$ cat src/rtl/irq_rank_pkg.sv
package irq_rank_pkg;
  // strobes from control to datapath for one acknowledge
  typedef struct packed {
    logic take;     // acknowledge accepted with a winner
    logic setIsr;   // mark winner in service
    logic rotate;   // move base past the winner
    logic clrPend;  // drop winner pending bit (edge lines)
  } ackStrobe_t;
endpackage

$ cat src/rtl/irq_rank_dp.sv
module irq_rank_dp
  import irq_rank_pkg::*;
#(
  parameter int NUM_LINES = 8,
  localparam int IDX_W = $clog2(NUM_LINES)
) (
  input  logic                 clk,
  input  logic                 rst_n,
  input  logic [NUM_LINES-1:0] irqLines,
  input  logic [NUM_LINES-1:0] trigLevel,
  input  logic                 maskWrEn,
  input  logic [NUM_LINES-1:0] maskWrData,
  input  logic                 baseWrEn,
  input  logic [IDX_W-1:0]     baseWrData,
  input  logic                 isrClrEn,
  input  logic [IDX_W-1:0]     isrClrLine,
  input  ackStrobe_t           strobes,
  input  logic [IDX_W-1:0]     ackLine,
  input  logic                 reqHit,
  output logic [NUM_LINES-1:0] candVec,
  output logic [NUM_LINES-1:0] pendVec,
  output logic [NUM_LINES-1:0] isrVec,
  output logic [NUM_LINES-1:0] maskVec,
  output logic [IDX_W-1:0]     baseVal,
  output logic                 irqOut
);

  logic [NUM_LINES-1:0] pendQ, lastQ, maskQ, isrQ;
  logic [NUM_LINES-1:0] pendNext, isrNext;
  logic [IDX_W-1:0]     baseQ, baseNext;
  logic                 irqQ;
  logic                 pastValid;

  always_comb begin
    for (int i = 0; i < NUM_LINES; i++) begin
      if (trigLevel[i]) pendNext[i] = irqLines[i];
      else              pendNext[i] = pendQ[i] | (irqLines[i] & ~lastQ[i]);
    end
    if (strobes.clrPend) pendNext[ackLine] = 1'b0;
  end

  always_comb begin
    isrNext = isrQ;
    if (isrClrEn)       isrNext[isrClrLine] = 1'b0;
    if (strobes.setIsr) isrNext[ackLine] = 1'b1;
  end

  always_comb begin
    baseNext = baseQ;
    if (strobes.rotate)  baseNext = IDX_W'(ackLine + 1'b1);
    else if (baseWrEn)   baseNext = baseWrData;
  end

  always_ff @(posedge clk) begin
    if (!rst_n) begin
      pendQ     <= '0;
      lastQ     <= '0;
      maskQ     <= '0;
      isrQ      <= '0;
      baseQ     <= '0;
      irqQ      <= 1'b0;
      pastValid <= 1'b0;
    end else begin
      pendQ     <= pendNext;
      lastQ     <= irqLines;
      isrQ      <= isrNext;
      baseQ     <= baseNext;
      irqQ      <= reqHit;
      pastValid <= 1'b1;
      if (maskWrEn) maskQ <= maskWrData;
    end
  end

  assign candVec = pendQ & ~maskQ;
  assign pendVec = pendQ;
  assign isrVec  = isrQ;
  assign maskVec = maskQ;
  assign baseVal = baseQ;
  assign irqOut  = irqQ;

  for (genvar gi = 0; gi < NUM_LINES; gi++) begin : g_lineChk
    // level line pending tracks sampled input
    p_level_follow_r1: assert property (@(posedge clk) disable iff (!rst_n)
      pastValid && $past(trigLevel[gi]) |-> pendQ[gi] == $past(irqLines[gi]));
    // low input on an edge line never alters pending unless acknowledged
    p_edge_hold_r2: assert property (@(posedge clk) disable iff (!rst_n)
      pastValid && $past(!trigLevel[gi] && !irqLines[gi] &&
                         !(strobes.clrPend && ackLine == IDX_W'(gi)))
      |-> pendQ[gi] == $past(pendQ[gi]));
  end

  // accepted acknowledge marks the winner in service
  p_isr_set_r7: assert property (@(posedge clk) disable iff (!rst_n)
    strobes.setIsr |=> isrQ[$past(ackLine)]);

  // at most one in-service bit appears per edge
  p_isr_one_new_r7: assert property (@(posedge clk) disable iff (!rst_n)
    pastValid |-> $countones(isrQ & ~$past(isrQ)) <= 1);

  // rotation lands just past the acknowledged line
  p_rotate_base_r8: assert property (@(posedge clk) disable iff (!rst_n)
    strobes.rotate |=> baseQ == IDX_W'($past(ackLine) + 1'b1));

  // refused acknowledge with no other writes leaves in-service intact
  p_noack_stable_r11: assert property (@(posedge clk) disable iff (!rst_n)
    pastValid && $past(!strobes.take && !isrClrEn) |-> isrQ == $past(isrQ));

endmodule

$ cat src/rtl/irq_rank_ctrl.sv
module irq_rank_ctrl
  import irq_rank_pkg::*;
#(
  parameter int NUM_LINES    = 8,
  parameter bit IS_MASTER    = 1'b1,
  parameter int CASCADE_LINE = 2,
  localparam int IDX_W  = $clog2(NUM_LINES),
  localparam int RANK_W = IDX_W + 1
) (
  input  logic                 clk,
  input  logic                 rst_n,
  input  logic [NUM_LINES-1:0] candVec,
  input  logic [NUM_LINES-1:0] isrVec,
  input  logic [IDX_W-1:0]     baseVal,
  input  logic [NUM_LINES-1:0] trigLevel,
  input  logic                 specialNested,
  input  logic                 autoEoi,
  input  logic                 rotateOnAutoEoi,
  input  logic                 ackReq,
  output logic                 reqHit,
  output logic                 ackValid,
  output logic [IDX_W-1:0]     ackLine,
  output ackStrobe_t           strobes
);

  // smallest rank whose line is set; NUM_LINES when none
  function automatic logic [RANK_W-1:0] rankOf(input logic [NUM_LINES-1:0] v,
                                               input logic [IDX_W-1:0] b);
    logic [RANK_W-1:0] r;
    r = RANK_W'(NUM_LINES);
    for (int k = NUM_LINES - 1; k >= 0; k--) begin
      logic [IDX_W-1:0] idx;
      idx = IDX_W'(k) + b;
      if (v[idx]) r = RANK_W'(k);
    end
    return r;
  endfunction

  logic [NUM_LINES-1:0] isrEff;
  logic [RANK_W-1:0]    winRank, curRank;
  logic [IDX_W-1:0]     winLine;

  if (IS_MASTER) begin : g_master
    always_comb begin
      isrEff = isrVec;
      if (specialNested) isrEff[CASCADE_LINE] = 1'b0;
    end
  end else begin : g_slave
    assign isrEff = isrVec;
  end

  assign winRank = rankOf(candVec, baseVal);
  assign curRank = rankOf(isrEff, baseVal);
  assign winLine = IDX_W'(winRank[IDX_W-1:0] + baseVal);
  assign reqHit  = (winRank != RANK_W'(NUM_LINES)) && (winRank < curRank);

  assign ackValid = ackReq && reqHit;
  assign ackLine  = winLine;

  always_comb begin
    strobes.take    = ackValid;
    strobes.setIsr  = ackValid && !autoEoi;
    strobes.rotate  = ackValid && autoEoi && rotateOnAutoEoi;
    strobes.clrPend = ackValid && !trigLevel[winLine];
  end

  // acknowledged line is always an unmasked pending line
  p_ack_is_cand_r4: assert property (@(posedge clk) disable iff (!rst_n)
    ackValid |-> candVec[ackLine]);

  // a line already in service cannot win, except the excluded cascade line
  p_ack_not_busy_r5: assert property (@(posedge clk) disable iff (!rst_n)
    ackValid && !(IS_MASTER && specialNested && ackLine == IDX_W'(CASCADE_LINE))
    |-> !isrVec[ackLine]);

endmodule

$ cat src/rtl/irq_rank_unit.sv
module irq_rank_unit
  import irq_rank_pkg::*;
#(
  parameter int NUM_LINES    = 8,
  parameter bit IS_MASTER    = 1'b1,
  parameter int CASCADE_LINE = 2,
  localparam int IDX_W = $clog2(NUM_LINES)
) (
  input  logic                 clk,
  input  logic                 rst_n,
  input  logic [NUM_LINES-1:0] irqLines,
  input  logic [NUM_LINES-1:0] trigLevel,
  input  logic                 specialNested,
  input  logic                 autoEoi,
  input  logic                 rotateOnAutoEoi,
  input  logic                 maskWrEn,
  input  logic [NUM_LINES-1:0] maskWrData,
  input  logic                 baseWrEn,
  input  logic [IDX_W-1:0]     baseWrData,
  input  logic                 isrClrEn,
  input  logic [IDX_W-1:0]     isrClrLine,
  input  logic                 ackReq,
  output logic                 irqOut,
  output logic                 ackValid,
  output logic [IDX_W-1:0]     ackLine,
  output logic [NUM_LINES-1:0] pendingOut,
  output logic [NUM_LINES-1:0] inServiceOut,
  output logic [NUM_LINES-1:0] maskOut,
  output logic [IDX_W-1:0]     baseOut
);

  ackStrobe_t           strobes;
  logic [NUM_LINES-1:0] candVec, isrVec;
  logic [IDX_W-1:0]     baseVal;
  logic                 reqHit;

  irq_rank_ctrl #(
    .NUM_LINES(NUM_LINES), .IS_MASTER(IS_MASTER), .CASCADE_LINE(CASCADE_LINE)
  ) ctrl_i (
    .clk(clk), .rst_n(rst_n),
    .candVec(candVec), .isrVec(isrVec), .baseVal(baseVal),
    .trigLevel(trigLevel), .specialNested(specialNested),
    .autoEoi(autoEoi), .rotateOnAutoEoi(rotateOnAutoEoi),
    .ackReq(ackReq), .reqHit(reqHit), .ackValid(ackValid),
    .ackLine(ackLine), .strobes(strobes)
  );

  irq_rank_dp #(.NUM_LINES(NUM_LINES)) dp_i (
    .clk(clk), .rst_n(rst_n),
    .irqLines(irqLines), .trigLevel(trigLevel),
    .maskWrEn(maskWrEn), .maskWrData(maskWrData),
    .baseWrEn(baseWrEn), .baseWrData(baseWrData),
    .isrClrEn(isrClrEn), .isrClrLine(isrClrLine),
    .strobes(strobes), .ackLine(ackLine), .reqHit(reqHit),
    .candVec(candVec), .pendVec(pendingOut), .isrVec(isrVec),
    .maskVec(maskOut), .baseVal(baseVal), .irqOut(irqOut)
  );

  assign inServiceOut = isrVec;
  assign baseOut      = baseVal;

endmodule

$ cat config.mk
export PLATFORM = sky130hd
export DESIGN_NAME = irq_rank_unit
export DESIGN_NICKNAME = d
export VERILOG_FILES = /design/src/rtl/irq_rank_pkg.sv /design/src/rtl/irq_rank_dp.sv /design/src/rtl/irq_rank_ctrl.sv /design/src/rtl/irq_rank_unit.sv
export SDC_FILE = /design/constraint.sdc
export NUM_CORES = 1
export LEC_CHECK = 0
export CORE_UTILIZATION = 37
export DETAILED_ROUTE_END_ITERATION = 10
export PLACE_DENSITY_LB_ADDON = 0.15
export SYNTH_ARGS = -nofsm -noshare
export SYNTH_HDL_FRONTEND = slang
export SYNTH_SLANG_ARGS = --single-unit
export TNS_END_PERCENT = 10
$ cat constraint.sdc
create_clock -name clk -period 4.15 [get_ports clk]
set_input_delay 0.83 -clock clk [delete_from_list [all_inputs] [get_ports clk]]
set_output_delay 0.83 -clock clk [all_outputs]
set_load 0.05 [all_outputs]
# ---- After elaboration in Yosys (flattened, before gate mapping)
# Index checks and enable logic that the tools add are counted.
dict set report op_classes {
  addsub 9
  order_cmp 13
  n_eq_ne 1
  mux 68
  bitwise 31
  n_reduce_logical 11
}
# cell n
set ops {}
lappend ops {{$mux W4} 16}
lappend ops {{$bmux W1 S3} 17}
lappend ops {{$lt A3 B4 Y1 const B} 10}
lappend ops {{$mux W1} 28}
lappend ops {{$and A8 B8 Y8} 3}
lappend ops {{$mux W8} 3}
lappend ops {{$not A8 Y8} 3}
lappend ops {{$add A3 B3 Y3 const A} 4}
lappend ops {{$and A1 B1 Y1} 8}
lappend ops {{$logic_and A1 B1 Y1} 8}
lappend ops {{$not A1 Y1} 8}
lappend ops {{$or A1 B1 Y1} 8}
lappend ops {{$or A8 B8 Y8} 1}
lappend ops {{$add A2 B3 Y3 const A} 2}
lappend ops {{$demux W1 S3} 2}
lappend ops {{$ge A3 B1 Y1 const B} 2}
lappend ops {{$mux W3} 2}
lappend ops {{$lt A4 B4 Y1} 1}
lappend ops {{$ne A4 B4 Y1 const B} 1}
lappend ops {{$add A1 B3 Y3 const A} 1}
lappend ops {{$add A3 B1 Y3 const B} 1}
lappend ops {{$add A3 B3 Y3} 1}
lappend ops {{$logic_not A1 Y1} 2}
lappend ops {{$reduce_bool A2 Y1} 1}
dict set report totals {
  regBits 36
  input_bits 39
  out_inout_bits 32
  wordCells 139
}

# ---- Longest topological paths before layout
dict set report logic_depth {
  ltp_word 20
  depth_mapped 16
  ltp_nobuf 15
}

# ---- Modules after synthesis
# Synthesis repeated with hierarchy kept, for this count alone.
dict set report unflattened {
  cells_unflattened 285
  hier_area_um2 2760.1
}
# module instances cells_per_inst area_each_um2
set by_module_without_submodules {}
lappend by_module_without_submodules {irq_rank_dp 1 156 1457.6}
lappend by_module_without_submodules {irq_rank_ctrl 1 129 1302.5}

# ---- Worst setup path before layout
# No wires, ideal clock.
dict set report synth_path {
  path_kind {register to output}
  start {register dp_i.baseQ[1] (netlist: dp_i.baseVal[1])}
  end {output ackValid}
  t_arrival_ns 4.278
  required_time_ns 3.320
  path_slack_ns -0.958
  path_stages_with_launch 15
  n_path_buf 2
  cell_sequence {dfxtp_1 > buf_2 > clkinv_1 > ha_1 > xnor2_4 > mux4_2 > a211oi_1 > a31o_2 > a211oi_1 > a2111oi_0 > ha_1 > o211ai_1 > o211ai_4 > buf_6 > inv_1}
}
dict set report synth_between {
  elab_chain_len 14
  elab_cells_between_ends 59
}
# item line
set synth_rtl {}
lappend synth_rtl {{from (decl)} irq_rank_dp.sv:30} ;# logic [IDX_W-1:0] baseQ, baseNext;
lappend synth_rtl {{from (signal assigned)} irq_rank_dp.sv:67} ;# baseQ <= baseNext;
lappend synth_rtl {{$add A3 B3 Y3} irq_rank_ctrl.sv:33} ;# idx = IDX_W'(k) + b;
lappend synth_rtl {{$bmux W1 S3} irq_rank_ctrl.sv:34} ;# if (v[idx]) r = RANK_W'(k);
lappend synth_rtl {{$mux W1 (implied by the code)} irq_rank_ctrl.sv:34}
lappend synth_rtl {{$mux W4 (8 in series)} irq_rank_ctrl.sv:34}
lappend synth_rtl {{$lt A4 B4 Y1 / $ne A4 B4 Y1 (equally long branches)} irq_rank_ctrl.sv:55} ;# assign reqHit = (winRank != RANK_W'(NUM_LINES)) && (winRank < curRank);
lappend synth_rtl {{$logic_and A1 B1 Y1 *} irq_rank_ctrl.sv:55}
lappend synth_rtl {{$logic_and A1 B1 Y1 *} irq_rank_ctrl.sv:57} ;# assign ackValid = ackReq && reqHit;
lappend synth_rtl {{to (decl)} irq_rank_unit.sv:24} ;# output logic ackValid,
# Mark *: on every way between the ends. The rest lies on a longest branch, timed or not. The select of a mux whose other input is x is not followed.

# ---- Final worst setup path
dict set report layout_path {
  start {register dp_i.baseQ[0] (netlist: dp_i.baseVal[0])}
  end {output ackLine[2]}
}
dict set report layout_between {
  elab_chain_len 12
  elab_cells_between_ends 32
}
# item line
set layout_rtl {}
lappend layout_rtl {{$add A3 B3 Y3} irq_rank_ctrl.sv:33}
lappend layout_rtl {{$bmux W1 S3} irq_rank_ctrl.sv:34}
lappend layout_rtl {{$mux W1 (implied by the code)} irq_rank_ctrl.sv:34}
lappend layout_rtl {{$mux W4 (8 in series)} irq_rank_ctrl.sv:34}
lappend layout_rtl {{$add A3 B3 Y3 *} irq_rank_ctrl.sv:54} ;# assign winLine = IDX_W'(winRank[IDX_W-1:0] + baseVal);
lappend layout_rtl {{to (decl)} irq_rank_unit.sv:25} ;# output logic [IDX_W-1:0] ackLine,
# Marked as above.

==> flow_summary.toml <==
[outcome]
status = "finished with violations"
violations = "setup timing"

[critical_path]
cpMostUsedCell = "xnor2_4"
crit_fanout = 5
slowest_delay_ns = 0.60
path_class = "reg2out"
worstSetupEndpointType = "primary output"
crit_family = "adder cells"
slowest_stage = "mux4_2"
path_cells = "inv_8 > ha_4 > xnor2_4 > mux4_2 > o31ai_4 > a32oi_4 > or2b_1 > ha_1 > inv_1 > fa_2 > xnor2_4 > xnor2_2 > inv_4 > buf_6"
cp_num_buf_inv = 4
cp.arrival_ns = 3.44
cp-start-kind = "register"
required_ns = 3.32

[logic_synthesis]
synthesis.area_um2 = 2790
yosysMostFrequentCell = "dfxtp_1"
syn_nets = 339
synth_warnings = 0
yosys-top-cells-count = "dfxtp_1, o21ai_0, nor2b_1"
synth_ff_type = "dfxtp_1"
synthArstFlopShare_pct = 0
ys_seq_elements = 36
synth_edf_count = 0
yosysUniqueCellTypes = 63
yosysSeqAreaShare_pct = 25.83
synth_top_area_cell = "dfxtp_1"
synth_area_leaders = "dfxtp_1, mux4_2, mux2i_1, nor2b_1, o21ai_0"
synth_cells = 292
avgSynthCellArea_um2 = 9.555
netlist.area_leader.share_pct = 25.83

[clocking]
clk_path_buf_depth = 2
clockRootBuffer = "clkbuf_8"
cts_made_buffers = 5
postCtsHoldBufs = 0
cts_sinks = 36
h-tree-depth = 2
cts_tree = "built"
clkLatencyLatePin_ns = 0.29
clkTransAtPathRegs_ns = 0.07

[cells_and_area]
nFillCells = 666
ff_latch_area_um2 = 728.2
diodes = 0
drive_above_1_share_pct = 29.25
area_growth_pct = 50.63
nets = 446
multiInputGateArea_um2 = 2047

[route]
drc = 0
vias = 2647
first_iter_violations = 95
vias_per_cell = 5.305
drt-pass1-iter-count = 4
drt-total-wl_mm = 7.968
final_antenna_net_count = 0
wl_per_cell_um = 15.97

[grt]
grt_overflow = 0
grt.total_usage_pct = 21.58
grt_pass1_vias = 2538
grt_antenna_before_repair = 0
grt_max_degree = 39
grt_first_pass_wirelength_mm = 12.84

[timing]
timing.final.crit_share_pct = 102.9
hold_violations = 0
drv_slew = 0
skew_ns = 0.007615
worst_pin_slew_ns = 0.5163
fmax_mhz = 234.2
fin_ws_ns = -0.1194
min_period_ns = 4.269
rsz0062_at_grt = "yes"
relSlewSlack_pct = 65.47
setup_viol = 3

[job]
drv_cap = 0

[floorplanning]
die_h_um = 88.84
dieArea_um2 = 7893
num_io_pins = 71
die_x_um = 88.84
core_um2 = 7253
num_rows = 31
start_util_pct = 38.47

[placement]
hpwl_mm = 6.086
gp_congestion = 0.7906
pre_cts_ws_ns = -0.2531
port_buffers = 70

[min_path]
min_path_type = "reg2reg"
==> path summary, 6_finish.rpt <==
kind                   startpoint               to  slack, ns  cells after the start
setup / recovery  dp_i.baseVal[0]       ackLine[2]      -0.12                     14
hold / removal    dp_i.maskVec[0]  dp_i.maskVec[0]       0.56                      2
setup reg to reg  dp_i.baseVal[1]  dp_i.baseVal[2]       0.34                     15
hold reg to reg   dp_i.maskVec[0]  dp_i.maskVec[0]       0.56                      2
==> tightest hold or removal path, cell delays in order (launching register included) <==
cell     delay, ns
dfxtp_1       0.34
mux2i_1       0.13
nor2b_1       0.05
==> placed cells by master (no fill, tap or decap), types with 7 or more instances in the layout <==
cell             Yosys  routed
inv_1               18      16
o31ai_1             10       9
o311a_1              8       8
o211ai_1             7       7
nand2b_1            11      11
o21ai_0             20      20
clkbuf_8             0       7
nand2_1             18      18
mux2i_1             17      13
and2_1              10      11
mux4_2              14      14
nor2_1              12      10
clkdlybuf4s50_1      0      65
dfxtp_1             36      34
buf_4                0      40
nor2b_1             19      14
==> through the flow <==
stage	cell area [um^2]	hold WS [ns]	std cells	util, %	TNS [ns]
2_1_floorplan	2873	0.5940	292	-	-0.2167
3_3_place_gp	3871	0.5478	481	53.37	-0.2267
3_5_place_dp	3871	0.5510	481	53.37	-0.2531
4_1_cts	4086	0.5617	494	56.34	-0.3232
5_1_grt	4203	0.5965	499	57.94	-0.7227
6_report	4203	0.5627	499	57.94	-0.2676
==> routing by layer <==
layer | part of all wire [%] | vias up | track usage [%]
li1 | - | 1307 | -
met1 | 49 | 1286 | 30.90
met2 | 47 | 48 | 33.57
met3 | 3.0 | 6 | 3.078
met4 | 0.97 | 0 | 6.598
met5 | 0 | - | 0
==> repair_timing <==
item | in CTS | in global routing
buffers inserted | 6 | 5
setup endpoints to repair | 3 | 3
resized for setup | 13 | 19
pin swaps | 9 | 9
==> flip-flops by register name, summed over array words and instances (netlist names) <==
signal / flops
dp_i.pendVec: 8
dp_i.isrVec: 8
dp_i.maskVec: 8
dp_i.irqOut: 1
dp_i.baseVal: 3
dp_i.lastQ: 8
==> cells by family (layout without fill, tap and decap cells) <==
family / count (synthesis) / after routing / synth area share (%)
AO/OA/AOI/OAI: 79 / 79 / 21.70
XOR/XNOR: 5 / 5 / 3.678
adder cells (fa/ha/maj): 8 / 8 / 3.856
buffers and inverters: 36 / 144 / 6.009
flip-flops: 36 / 36 / 25.83
multiplexers: 36 / 36 / 20.09
AND/OR/NAND/NOR: 92 / 92 / 18.83
==> layout make-up <==
| class | count | share of cell area [%] |
|---|---|---|
| Clock buffer | 8 | 2.888 |
| Tap cell | 99 | 2.947 |
| Multi-Input combinational cell | 220 | 48.70 |
| Timing Repair Buffer | 114 | 25.48 |
| Inverter | 22 | 2.650 |
| Sequential cell | 36 | 17.33 |
Power is not shown: default switching activity piles up to over one toggle a cycle in this logic, so the estimate is an artifact.
